--- config.mk ---
export PLATFORM = sky130hd
export DESIGN_NAME = dacc_addr_unit
export DESIGN_NICKNAME = d
export VERILOG_FILES = /design/src/rtl/dacc_pkg.sv /design/src/rtl/dacc_ea_gen.sv /design/src/rtl/dacc_lane_steer.sv /design/src/rtl/dacc_rd_extract.sv /design/src/rtl/dacc_fetch_align.sv /design/src/rtl/dacc_addr_unit.sv
export SDC_FILE = /design/constraint.sdc
export NUM_CORES = 1
export LEC_CHECK = 0
export CORE_MARGIN = 2
export CORE_UTILIZATION = 36
export CTS_CLUSTER_SIZE = 12
export DETAILED_ROUTE_END_ITERATION = 10
export PLACE_DENSITY = 0.7
export SYNTH_ARGS = -nofsm -noshare
export SYNTH_HDL_FRONTEND = slang
export SYNTH_SLANG_ARGS = --single-unit
--- constraint.sdc ---
create_clock -name clk -period 2.4 [get_ports clk]
set_clock_uncertainty 0.15 [all_clocks]
set_input_delay 0.6 -clock clk [delete_from_list [all_inputs] [get_ports clk]]
set_output_delay 0.6 -clock clk [all_outputs]
set_load 0.05 [all_outputs]
--- src/rtl/dacc_pkg.sv ---
package dacc_pkg;

   typedef enum logic [1:0] {
      SZ_BYTE = 2'b00,
      SZ_HALF = 2'b01,
      SZ_WORD = 2'b10,
      SZ_WALT = 2'b11
   } dacc_size_e;

   // log2 of the access width in bytes; the spare code folds onto word
   function automatic logic [1:0] size_log2(dacc_size_e s);
      case (s)
         SZ_BYTE: size_log2 = 2'd0;
         SZ_HALF: size_log2 = 2'd1;
         default: size_log2 = 2'd2;
      endcase
   endfunction

   // context kept with a pending access for the response path
   typedef struct packed {
      logic       we;
      logic [1:0] lanelo;
      logic [1:0] szl;
      logic       sgn;
   } dacc_ctx_t;

endpackage

--- src/rtl/dacc_ea_gen.sv ---
module dacc_ea_gen #(
   parameter int ADDR_W = 32,
   parameter int DIR_W  = 8
) (
   input  logic              direct,
   input  logic [1:0]        szl,
   input  logic [ADDR_W-1:0] base,
   input  logic [ADDR_W-1:0] offset,
   input  logic [DIR_W-1:0]  dir_op,
   output logic [ADDR_W-1:0] ea
);
   localparam int PAD_W = ADDR_W - DIR_W;

   generate
      if (PAD_W < 2) begin : g_bad_width
         $error("dacc_ea_gen: ADDR_W must exceed DIR_W by at least 2");
      end
   endgenerate

   logic [ADDR_W-1:0] sum;
   logic [ADDR_W-1:0] dir_scaled;
   logic [ADDR_W-1:0] raw;
   logic [ADDR_W-1:0] low_mask;

   always_comb begin
      // full-width sum first; rounding happens only on the result
      sum        = base + offset;
      dir_scaled = {{PAD_W{1'b0}}, dir_op} << szl;
      raw        = direct ? dir_scaled : sum;
      low_mask   = ({{(ADDR_W-1){1'b0}}, 1'b1} << szl) - {{(ADDR_W-1){1'b0}}, 1'b1};
      ea         = raw & ~low_mask;
   end

endmodule

--- src/rtl/dacc_lane_steer.sv ---
module dacc_lane_steer #(
   parameter int DATA_W = 32
) (
   input  logic [1:0]        szl,
   input  logic [1:0]        off,
   input  logic [DATA_W-1:0] wdata_in,
   output logic [1:0]        lanelo,
   output logic [3:0]        be,
   output logic [DATA_W-1:0] wdata_out
);
   localparam int LANES = DATA_W / 8;

   generate
      if (DATA_W != 32) begin : g_bad_width
         $error("dacc_lane_steer: only a 32-bit bus is supported");
      end
   endgenerate

   logic [2:0]        nbytes;
   logic [2:0]        lo3;
   logic [DATA_W-1:0] shifted;

   always_comb begin
      nbytes  = 3'd1 << szl;
      // big-endian: offset 0 is the top lane, so the lowest lane used
      // is the distance from the access end to the bus end
      lo3     = 3'(LANES) - nbytes - {1'b0, off};
      lanelo  = lo3[1:0];
      shifted = wdata_in << {lanelo, 3'b000};
   end

   for (genvar k = 0; k < LANES; k++) begin : g_lane
      localparam logic [2:0] KI = 3'(k);
      assign be[k] = (KI >= {1'b0, lanelo}) && (KI < ({1'b0, lanelo} + nbytes));
      assign wdata_out[8*k +: 8] = be[k] ? shifted[8*k +: 8] : 8'h00;
   end

endmodule

--- src/rtl/dacc_rd_extract.sv ---
module dacc_rd_extract #(
   parameter int DATA_W = 32
) (
   input  logic [DATA_W-1:0] rdata,
   input  logic [1:0]        lanelo,
   input  logic [1:0]        szl,
   input  logic              sgn,
   input  logic              we,
   output logic [DATA_W-1:0] value
);
   logic [DATA_W-1:0] just;

   always_comb begin
      just = rdata >> {lanelo, 3'b000};
      if (we) begin
         value = '0;
      end else begin
         case (szl)
            2'd0:    value = {{(DATA_W-8){sgn & just[7]}}, just[7:0]};
            2'd1:    value = {{(DATA_W-16){sgn & just[15]}}, just[15:0]};
            default: value = just;
         endcase
      end
   end

endmodule

--- src/rtl/dacc_fetch_align.sv ---
module dacc_fetch_align #(
   parameter int ADDR_W = 32
) (
   input  logic [ADDR_W-1:0] target,
   output logic [ADDR_W-1:0] fetch
);
   assign fetch = {target[ADDR_W-1:1], 1'b0};
endmodule

--- src/rtl/dacc_addr_unit.sv ---
module dacc_addr_unit
   import dacc_pkg::*;
#(
   parameter int ADDR_W = 32,
   parameter int DATA_W = 32,
   parameter int DIR_W  = 8
) (
   input  logic              clk,
   input  logic              rst_n,
   input  logic              req_valid,
   output logic              req_ready,
   input  logic              req_write,
   input  logic [1:0]        req_size,
   input  logic              req_direct,
   input  logic [ADDR_W-1:0] req_base,
   input  logic [ADDR_W-1:0] req_offset,
   input  logic [DIR_W-1:0]  req_dir_op,
   input  logic [DATA_W-1:0] req_wdata,
   input  logic              req_signed,
   output logic              mem_req,
   output logic              mem_we,
   output logic [ADDR_W-1:0] mem_addr,
   output logic [3:0]        mem_be,
   output logic [DATA_W-1:0] mem_wdata,
   input  logic              mem_ack,
   input  logic [DATA_W-1:0] mem_rdata,
   output logic              rsp_valid,
   output logic [DATA_W-1:0] rsp_rdata,
   input  logic [ADDR_W-1:0] fetch_target,
   output logic [ADDR_W-1:0] fetch_addr
);
   generate
      if (DATA_W != 32) begin : g_bad_data
         $error("dacc_addr_unit: DATA_W must be 32");
      end
      if (ADDR_W < DIR_W + 2) begin : g_bad_addr
         $error("dacc_addr_unit: ADDR_W too small for scaled direct operand");
      end
   endgenerate

   logic [1:0]        szl;
   logic [ADDR_W-1:0] ea;
   logic [1:0]        lanelo;
   logic [3:0]        be_n;
   logic [DATA_W-1:0] wd_n;
   logic [DATA_W-1:0] rd_val;
   logic              accept;
   logic              done;

   dacc_ctx_t         ctx_q;
   logic              req_q;
   logic [ADDR_W-1:0] addr_q;
   logic [3:0]        be_q;
   logic [DATA_W-1:0] wd_q;
   logic              rsp_v_q;
   logic [DATA_W-1:0] rsp_d_q;

   assign szl = size_log2(dacc_size_e'(req_size));

   dacc_ea_gen #(.ADDR_W(ADDR_W), .DIR_W(DIR_W)) u_ea (
      .direct (req_direct),
      .szl    (szl),
      .base   (req_base),
      .offset (req_offset),
      .dir_op (req_dir_op),
      .ea     (ea)
   );

   dacc_lane_steer #(.DATA_W(DATA_W)) u_steer (
      .szl       (szl),
      .off       (ea[1:0]),
      .wdata_in  (req_wdata),
      .lanelo    (lanelo),
      .be        (be_n),
      .wdata_out (wd_n)
   );

   dacc_rd_extract #(.DATA_W(DATA_W)) u_rd (
      .rdata  (mem_rdata),
      .lanelo (ctx_q.lanelo),
      .szl    (ctx_q.szl),
      .sgn    (ctx_q.sgn),
      .we     (ctx_q.we),
      .value  (rd_val)
   );

   dacc_fetch_align #(.ADDR_W(ADDR_W)) u_fetch (
      .target (fetch_target),
      .fetch  (fetch_addr)
   );

   assign done      = req_q & mem_ack;
   assign req_ready = ~req_q | mem_ack;
   assign accept    = req_valid & req_ready;

   always_ff @(posedge clk or negedge rst_n) begin
      if (!rst_n) begin
         req_q  <= 1'b0;
         addr_q <= '0;
         be_q   <= '0;
         wd_q   <= '0;
         ctx_q  <= '0;
      end else if (accept) begin
         req_q        <= 1'b1;
         addr_q       <= ea;
         be_q         <= be_n;
         wd_q         <= req_write ? wd_n : '0;
         ctx_q.we     <= req_write;
         ctx_q.lanelo <= lanelo;
         ctx_q.szl    <= szl;
         ctx_q.sgn    <= req_signed;
      end else if (done) begin
         req_q <= 1'b0;
      end
   end

   always_ff @(posedge clk or negedge rst_n) begin
      if (!rst_n) begin
         rsp_v_q <= 1'b0;
         rsp_d_q <= '0;
      end else begin
         rsp_v_q <= done;
         if (done) rsp_d_q <= rd_val;
      end
   end

   assign mem_req   = req_q;
   assign mem_we    = ctx_q.we;
   assign mem_addr  = addr_q;
   assign mem_be    = be_q;
   assign mem_wdata = wd_q;
   assign rsp_valid = rsp_v_q;
   assign rsp_rdata = rsp_d_q;

endmodule

Word level (Yosys, flattened, before mapping). Cells that the tools add are included. W data, S select, Z words.

$add $sub $neg: 5. $lt $le $gt $ge: 7. Eq/ne operators: 2. Shift operators: 5. Muxes and demuxes: 11. Bitwise gates (word level): 8. Reductions and logical operators: 6.

Operators by type and width (count): $mux W32 (3); $pmux W32 S2 (1); $add A32 B32 Y32 (1); $and A32 B32 Y32 (1); $mux W8 (4); $not A32 Y32 (1); $shl A1 B2 Y32 const A (1); $shl A32 B5 Y32 (1); $shl A8 B2 Y32 (1); $shr A32 B5 Y32 (1); $sub A32 B1 Y32 const B (1); $lt A1 B3 Y1 const A (2); $lt A2 B3 Y1 const A (2); $and A1 B1 Y1 (4); $eq A2 B1 Y1 const B (2); $ge A1 B2 Y1 const A (2); $logic_not A2 Y1 (2); $pmux W2 S2 (1); $add A2 B3 Y3 (1); $logic_and A1 B1 Y1 (3); $shl A1 B2 Y3 const A (1); $ge A2 B2 Y1 const A (1); $mux W1 (2); $reduce_bool A2 Y1 (1); 4 further kinds (4).

Register bits after elaboration: 108. Input port bits: 177. Output and inout port bits: 136. Logic and storage cells: 54.

Longest topological paths before layout.
Word-level depth: 12. Gate-level depth with buffers: 11. Gate-level depth less buffers: 11.

By module. From an unflattened synthesis, not the netlist that was laid out.

Cells, all modules: 859. Area total of the unflattened synthesis: 8588.2 um2.

Modules (own cells, without submodules): dacc_addr_unit (times used 1, cells an instance 276, area each 4325.4 um2, sequential area each 2702.6 um2); dacc_ea_gen (times used 1, cells an instance 316, area each 2233.4 um2, sequential area each 0.0 um2); dacc_lane_steer (times used 1, cells an instance 113, area each 953.4 um2, sequential area each 0.0 um2); dacc_rd_extract (times used 1, cells an instance 121, area each 832.0 um2, sequential area each 0.0 um2); dacc_fetch_align (times used 1, cells an instance 33, area each 244.0 um2, sequential area each 0.0 um2).

Least setup slack after synthesis. No wires, ideal clock.

Path kind: input port to flip-flop. Start: in req_base[0]. End: reg wd_q[0], in the netlist mem_wdata[0]. Setup time: 67 ps. Arrival: 3202 ps. Required time: 2183 ps. Path slack: -1019 ps. Stages: 11. Path buffers: 0. Path through: ha_1 > inv_1 > fa_1 > nand2b_1 > a21oi_2 > inv_1 > fa_1 > mux2_2 > a21o_1 > nor2_1 > a22o_1.

Word-level cells in the longest chain between the ends: 9. Elaborated cells on any way between the ends: 11. Those cells by class: add/sub (3); order compare (2); shift (1); mux (3); bitwise (1); reduce/logical (1).

Ends and longest elaborated chain: from (decl) (RTL line dacc_addr_unit.sv:15) `input logic [ADDR_W-1:0] req_base,`; $add A32 B32 Y32 * (RTL line dacc_ea_gen.sv:27) `sum = base + offset;`; $mux W32 * (RTL line dacc_ea_gen.sv:29) `raw = direct ? dir_scaled : sum;`; $and A32 B32 Y32 * (RTL line dacc_ea_gen.sv:31) `ea = raw & ~low_mask;`; $sub A2 B2 Y2 * (RTL line dacc_lane_steer.sv:27) `lo3 = 3'(LANES) - nbytes - {1'b0, off};`; $add A2 B3 Y3 (RTL line dacc_lane_steer.sv:34) `assign be[k] = (KI >= {1'b0, lanelo}) && (KI < ({1'b0, lanelo} + nbytes));`; $lt A1 B3 Y1 (RTL line dacc_lane_steer.sv:34); $logic_and A1 B1 Y1 (RTL line dacc_lane_steer.sv:34); $mux W8 * (RTL line dacc_lane_steer.sv:35) `assign wdata_out[8*k +: 8] = be[k] ? shifted[8*k +: 8] : 8'h00;`; $mux W32 * (RTL line dacc_addr_unit.sv:107) `wd_q <= req_write ? wd_n : '0;`; to (signal assigned) (RTL line dacc_addr_unit.sv:107); to (decl) (RTL line dacc_addr_unit.sv:54) `logic [DATA_W-1:0] wd_q;`.

Every way passes the cells marked *; elsewhere a longest branch is shown, timed or not. A chain may end at the register's enable or synchronous reset.

Final worst setup path.
Start: in req_offset[0]. End: reg wd_q[3], in the netlist mem_wdata[3].

Word-level cells in the longest chain between the ends: 9. Elaborated cells on any way between the ends: 11. Those cells by class: add/sub (3); order compare (2); shift (1); mux (3); bitwise (1); reduce/logical (1).

Ends and longest elaborated chain: from (decl) (RTL line dacc_addr_unit.sv:16) `input logic [ADDR_W-1:0] req_offset,`; $add A32 B32 Y32 * (RTL line dacc_ea_gen.sv:27); $mux W32 * (RTL line dacc_ea_gen.sv:29); $and A32 B32 Y32 * (RTL line dacc_ea_gen.sv:31); $sub A2 B2 Y2 * (RTL line dacc_lane_steer.sv:27); $add A2 B3 Y3 (RTL line dacc_lane_steer.sv:34); $lt A1 B3 Y1 (RTL line dacc_lane_steer.sv:34); $logic_and A1 B1 Y1 (RTL line dacc_lane_steer.sv:34); $mux W8 * (RTL line dacc_lane_steer.sv:35); $mux W32 * (RTL line dacc_addr_unit.sv:107).

Marks and branches as above.

==> impl_metrics.toml <==
[run_status]
status = "complete, but fails checks"
violations = "setup timing"

[place]
io_buffers = 248
dp_hpwl_um = 20240
gp_congestion = 0.8914

[cts]
root_buffer = "clkbuf_16"
clk_pin_slew_ns = 0.08
clockBufferDepth = 2
cts_sinks = 108
cts_tree = "built"
clock_latency_ns = 0.35
cts_buffers = 9
h-tree-depth = 3

[routing]
vias = 7820
antenna_left = 0
vias_per_cell = 5.270
dr.pass1.iters = 5
wl_per_cell_um = 17.73
drt_iter0_markers = 443
drc = 0
wl_um = 26310

[timing]
maxSlewViolCount = 0
worst_slack_ns = -0.4578
max_freq_mhz = 349.9
relSlewSlack_pct = 51.74
post-route-min-period_ns = 2.858
setup_viol = 38
holdWs_ns = 0.3317
post-route-period-util_pct = 119.1
grt_setup_unrepaired = "true"
worstMarginPinSlew_ns = 0.7212
hold_viol_final = 0

[pwr]
swShare_pct = 41.56
combPwrFrac_pct = 50.4
ir_drop_v = 0.0003842
clkPwrFrac_pct = 18.9
p_seq_share_pct = 30.7
p_total_w = 0.007539
leakage_nw = 5.401
cell_internal_pwr_w = 0.004406
p_sw_w = 0.003133
p_per_area_mw_per_mm2 = 615.6

[synthesis]
ys.flop_type = "dfrtp_1"
synth_xor_area_share_pct = 2.782
syn_area_per_cell_um2 = 8.640
postSynthRegisterBits = 108
yosys.area_share.adder_pct = 6.083
synth_area_mm2 = 0.007241
synth_top_family_by_area = "compound AO/OA/AOI/OAI gates"
yosys_warnings = 0
synth_edf_count = 0
synthArstFlopShare_pct = 100.0
post_synth_inst_count = 838
synthMuxAreaShare_pct = 5.201
synthSimpleGateAreaFrac_pct = 15.88
synth-seq-area-share_pct = 37.33
yosysUniqueCellTypes = 63
synth-compound-area-share_pct = 25.66

[grt]
use_met1_pct = 29.28
grt_pass1_wl_um = 42160
grt_usage_pct = 24.47
grt_max_degree = 48
antenna_found_initial = 3
grt_util_met2_pct = 43.14
grt.busiest_layer = "met2"
grt_pass1_vias = 8131
grtUsageMet3_pct = 5.204
grt.overflow.total = 0

[floorplan]
fp-row-count = 51
die_y_um = 145.8
ios = 313
initial_core_util_pct = 36.96
core_region_area_mm2 = 0.01959
die_x_um = 145.8
die_area_mm2 = 0.02126

[worst_setup_path]
cp.required_ns = 2.54
reg2reg_depth = 7
reg2reg_slack_ns = 0.27
worstReg2RegEnd = "rsp_rdata[26]"
crit_start = "req_offset[0]"
cp-end-kind = "flop"
start_kind = "input pin"
r2r_start = "ctx_q[3]"
cp.arrival_ns = 3.00
criticalPathCategory = "in -> reg"
cp_max_fo = 8

[final_layout]
drive_above_1_share_pct = 33.03
fin_nets = 1424
finalCoreUtilization_pct = 62.52
area_growth_syn_to_layout_pct = 69.14
fill_cells = 1628

[flow_run]
maxCapViolCount = 0

[hold_path]
min_to = "rsp_rdata[12]"
hold_start = "rsp_rdata[12]"
worstHoldPathCells = 2
hold_path_class = "reg -> reg"
## cell families (layout without fill, tap and decap cells)
group	count (synthesis)	count (layout)
flip-flops	108	108
buffers and inverters	95	473
multiplexers	37	37
AND/OR/NAND/NOR	259	259
AO/OA/AOI/OAI	280	280
XOR/XNOR	23	23
other	2	5
adder cells (fa/ha/maj)	34	34
## what timing repair did
action                                 CTS  global route
cloned                                   0             0
buffers inserted                        31             6
gates resized for setup                285            74
setup endpoints to repair               64            54
hold buffers                             1             0
endpoints found under the hold margin    7             0
pin swaps                               78            84
## cell type report
type | instances | area [um2] | share of cell area, %
antenna | 2 | 5.005 | 0.04087
timing repair buffer | 442 | 3894 | 31.79
tap | 265 | 331.6 | 2.707
sequential | 108 | 2703 | 22.07
clock inverter | 6 | 48.80 | 0.3984
multi-input combinational | 636 | 4980 | 40.66
inverter | 16 | 60.06 | 0.4904
clock buffer | 9 | 225.2 | 1.839
## stage by stage
stage	cell area (um2)	worst slack, ns	TNS (ns)	cells
floorplan	7516	-0.6407	-22.29	839
global placement	11100	-1.201	-63.25	1434
detailed placement	11100	-1.287	-66.34	1434
CTS	12020	-0.4889	-14.97	1480
global route	12240	-0.5514	-17.36	1482
finish	12250	-0.4578	-13.78	1484
## state kept, by name (all words and copies together) (netlist names)
signal / cells
ctx_q: 5
mem_req: 1
mem_addr: 32
rsp_valid: 1
mem_wdata: 32
rsp_rdata: 32
mem_we: 1
mem_be: 4
## worst max-delay path, cell delays in order
cell and delay (ns):
buf_6 0.08, ha_4 0.13, inv_2 0.04, fa_2 0.58, nand2b_4 0.07, a21oi_4 0.13, inv_2 0.06, fa_2 0.40
mux2_4 0.31, a21o_1 0.20, nor2_4 0.22, a22o_1 0.17
## power groups by stage
| stage | Combinational (W) | Clock, W | Sequential [W] |
|---|---|---|---|
| floorplan | 0.00120 | 0 | 0.00326 |
| global placement | 0.00344 | 0 | 0.00234 |
| detailed placement | 0.00348 | 0 | 0.00234 |
| CTS | 0.00370 | 0.00146 | 0.00231 |
| global route | 0.00402 | 0.00150 | 0.00235 |
| finish | 0.00380 | 0.00143 | 0.00231 |
## cell usage after synthesis (3+ instances only)
master    count  area share, %
nand2b_1      7           0.60
buf_2         9           0.62
a211o_1      10            1.2
or2_2         3           0.26
mux2i_1      32            4.4
o211ai_1     16            1.7
clkbuf_1     31            1.6
buf_1         4           0.21
nand4_1       9           0.78
nand2_1     139            7.2
a22o_1       32            3.9
and3_1        4           0.35
a32o_1        8            1.1
inv_1        15           0.78
o21a_1        6           0.62
buf_4        32            3.3
a31oi_1       6           0.52
nor2b_1      14            1.2
o21ai_0      88            6.1
nor3_1       22            1.5
a31o_2        3           0.36
nor2_1       37            1.9
nand3_1       9           0.62
nor4_1        5           0.43
ha_1         32            5.5
a21oi_1      58            4.0
a21o_1       12            1.2
mux2_2        5           0.78
xor2_1       11            1.3
a211oi_1      7           0.73
and2_1        4           0.35
o31ai_1       4           0.41
xnor2_1      12            1.5
dfrtp_1     108             37
o21bai_1      5           0.52
## layer usage
| metal | vias up | part of all wire (%) |
|---|---|---|
| met5 | - | 0 |
| met4 | 0 | 2.6 |
| met3 | 47 | 6.8 |
| met2 | 270 | 50 |
| met1 | 3755 | 40 |
| li1 | 3748 | - |
## cell usage in the layout (no fill, tap or decap), types with 12 or more instances in the layout
cell	synthesis	layout
nor3_1	22	20
a21oi_1	58	42
buf_6	2	24
nand2_1	139	126
dfrtp_1	108	108
o21ai_0	88	55
buf_4	32	191
nor2_1	37	32
xnor2_1	12	12
clkdlybuf4s50_1	0	174
a22o_1	32	32
o211ai_1	16	16
nor2b_1	14	12
ha_4	0	25
a21o_1	12	12
o21ai_1	1	15
mux2i_1	32	31
buf_2	9	25
o21ai_2	0	18
## how the worst max path moves through the flow
stage / to / slack, ns
finish: mem_wdata[3] / -0.46
global route: mem_wdata[3] / -0.55
global placement: mem_wdata[25] / -1.20
CTS: mem_wdata[3] / -0.49
detailed placement: mem_wdata[26] / -1.29
floorplan: mem_be[2] / -0.64
Power figures use the tool's default switching activity.
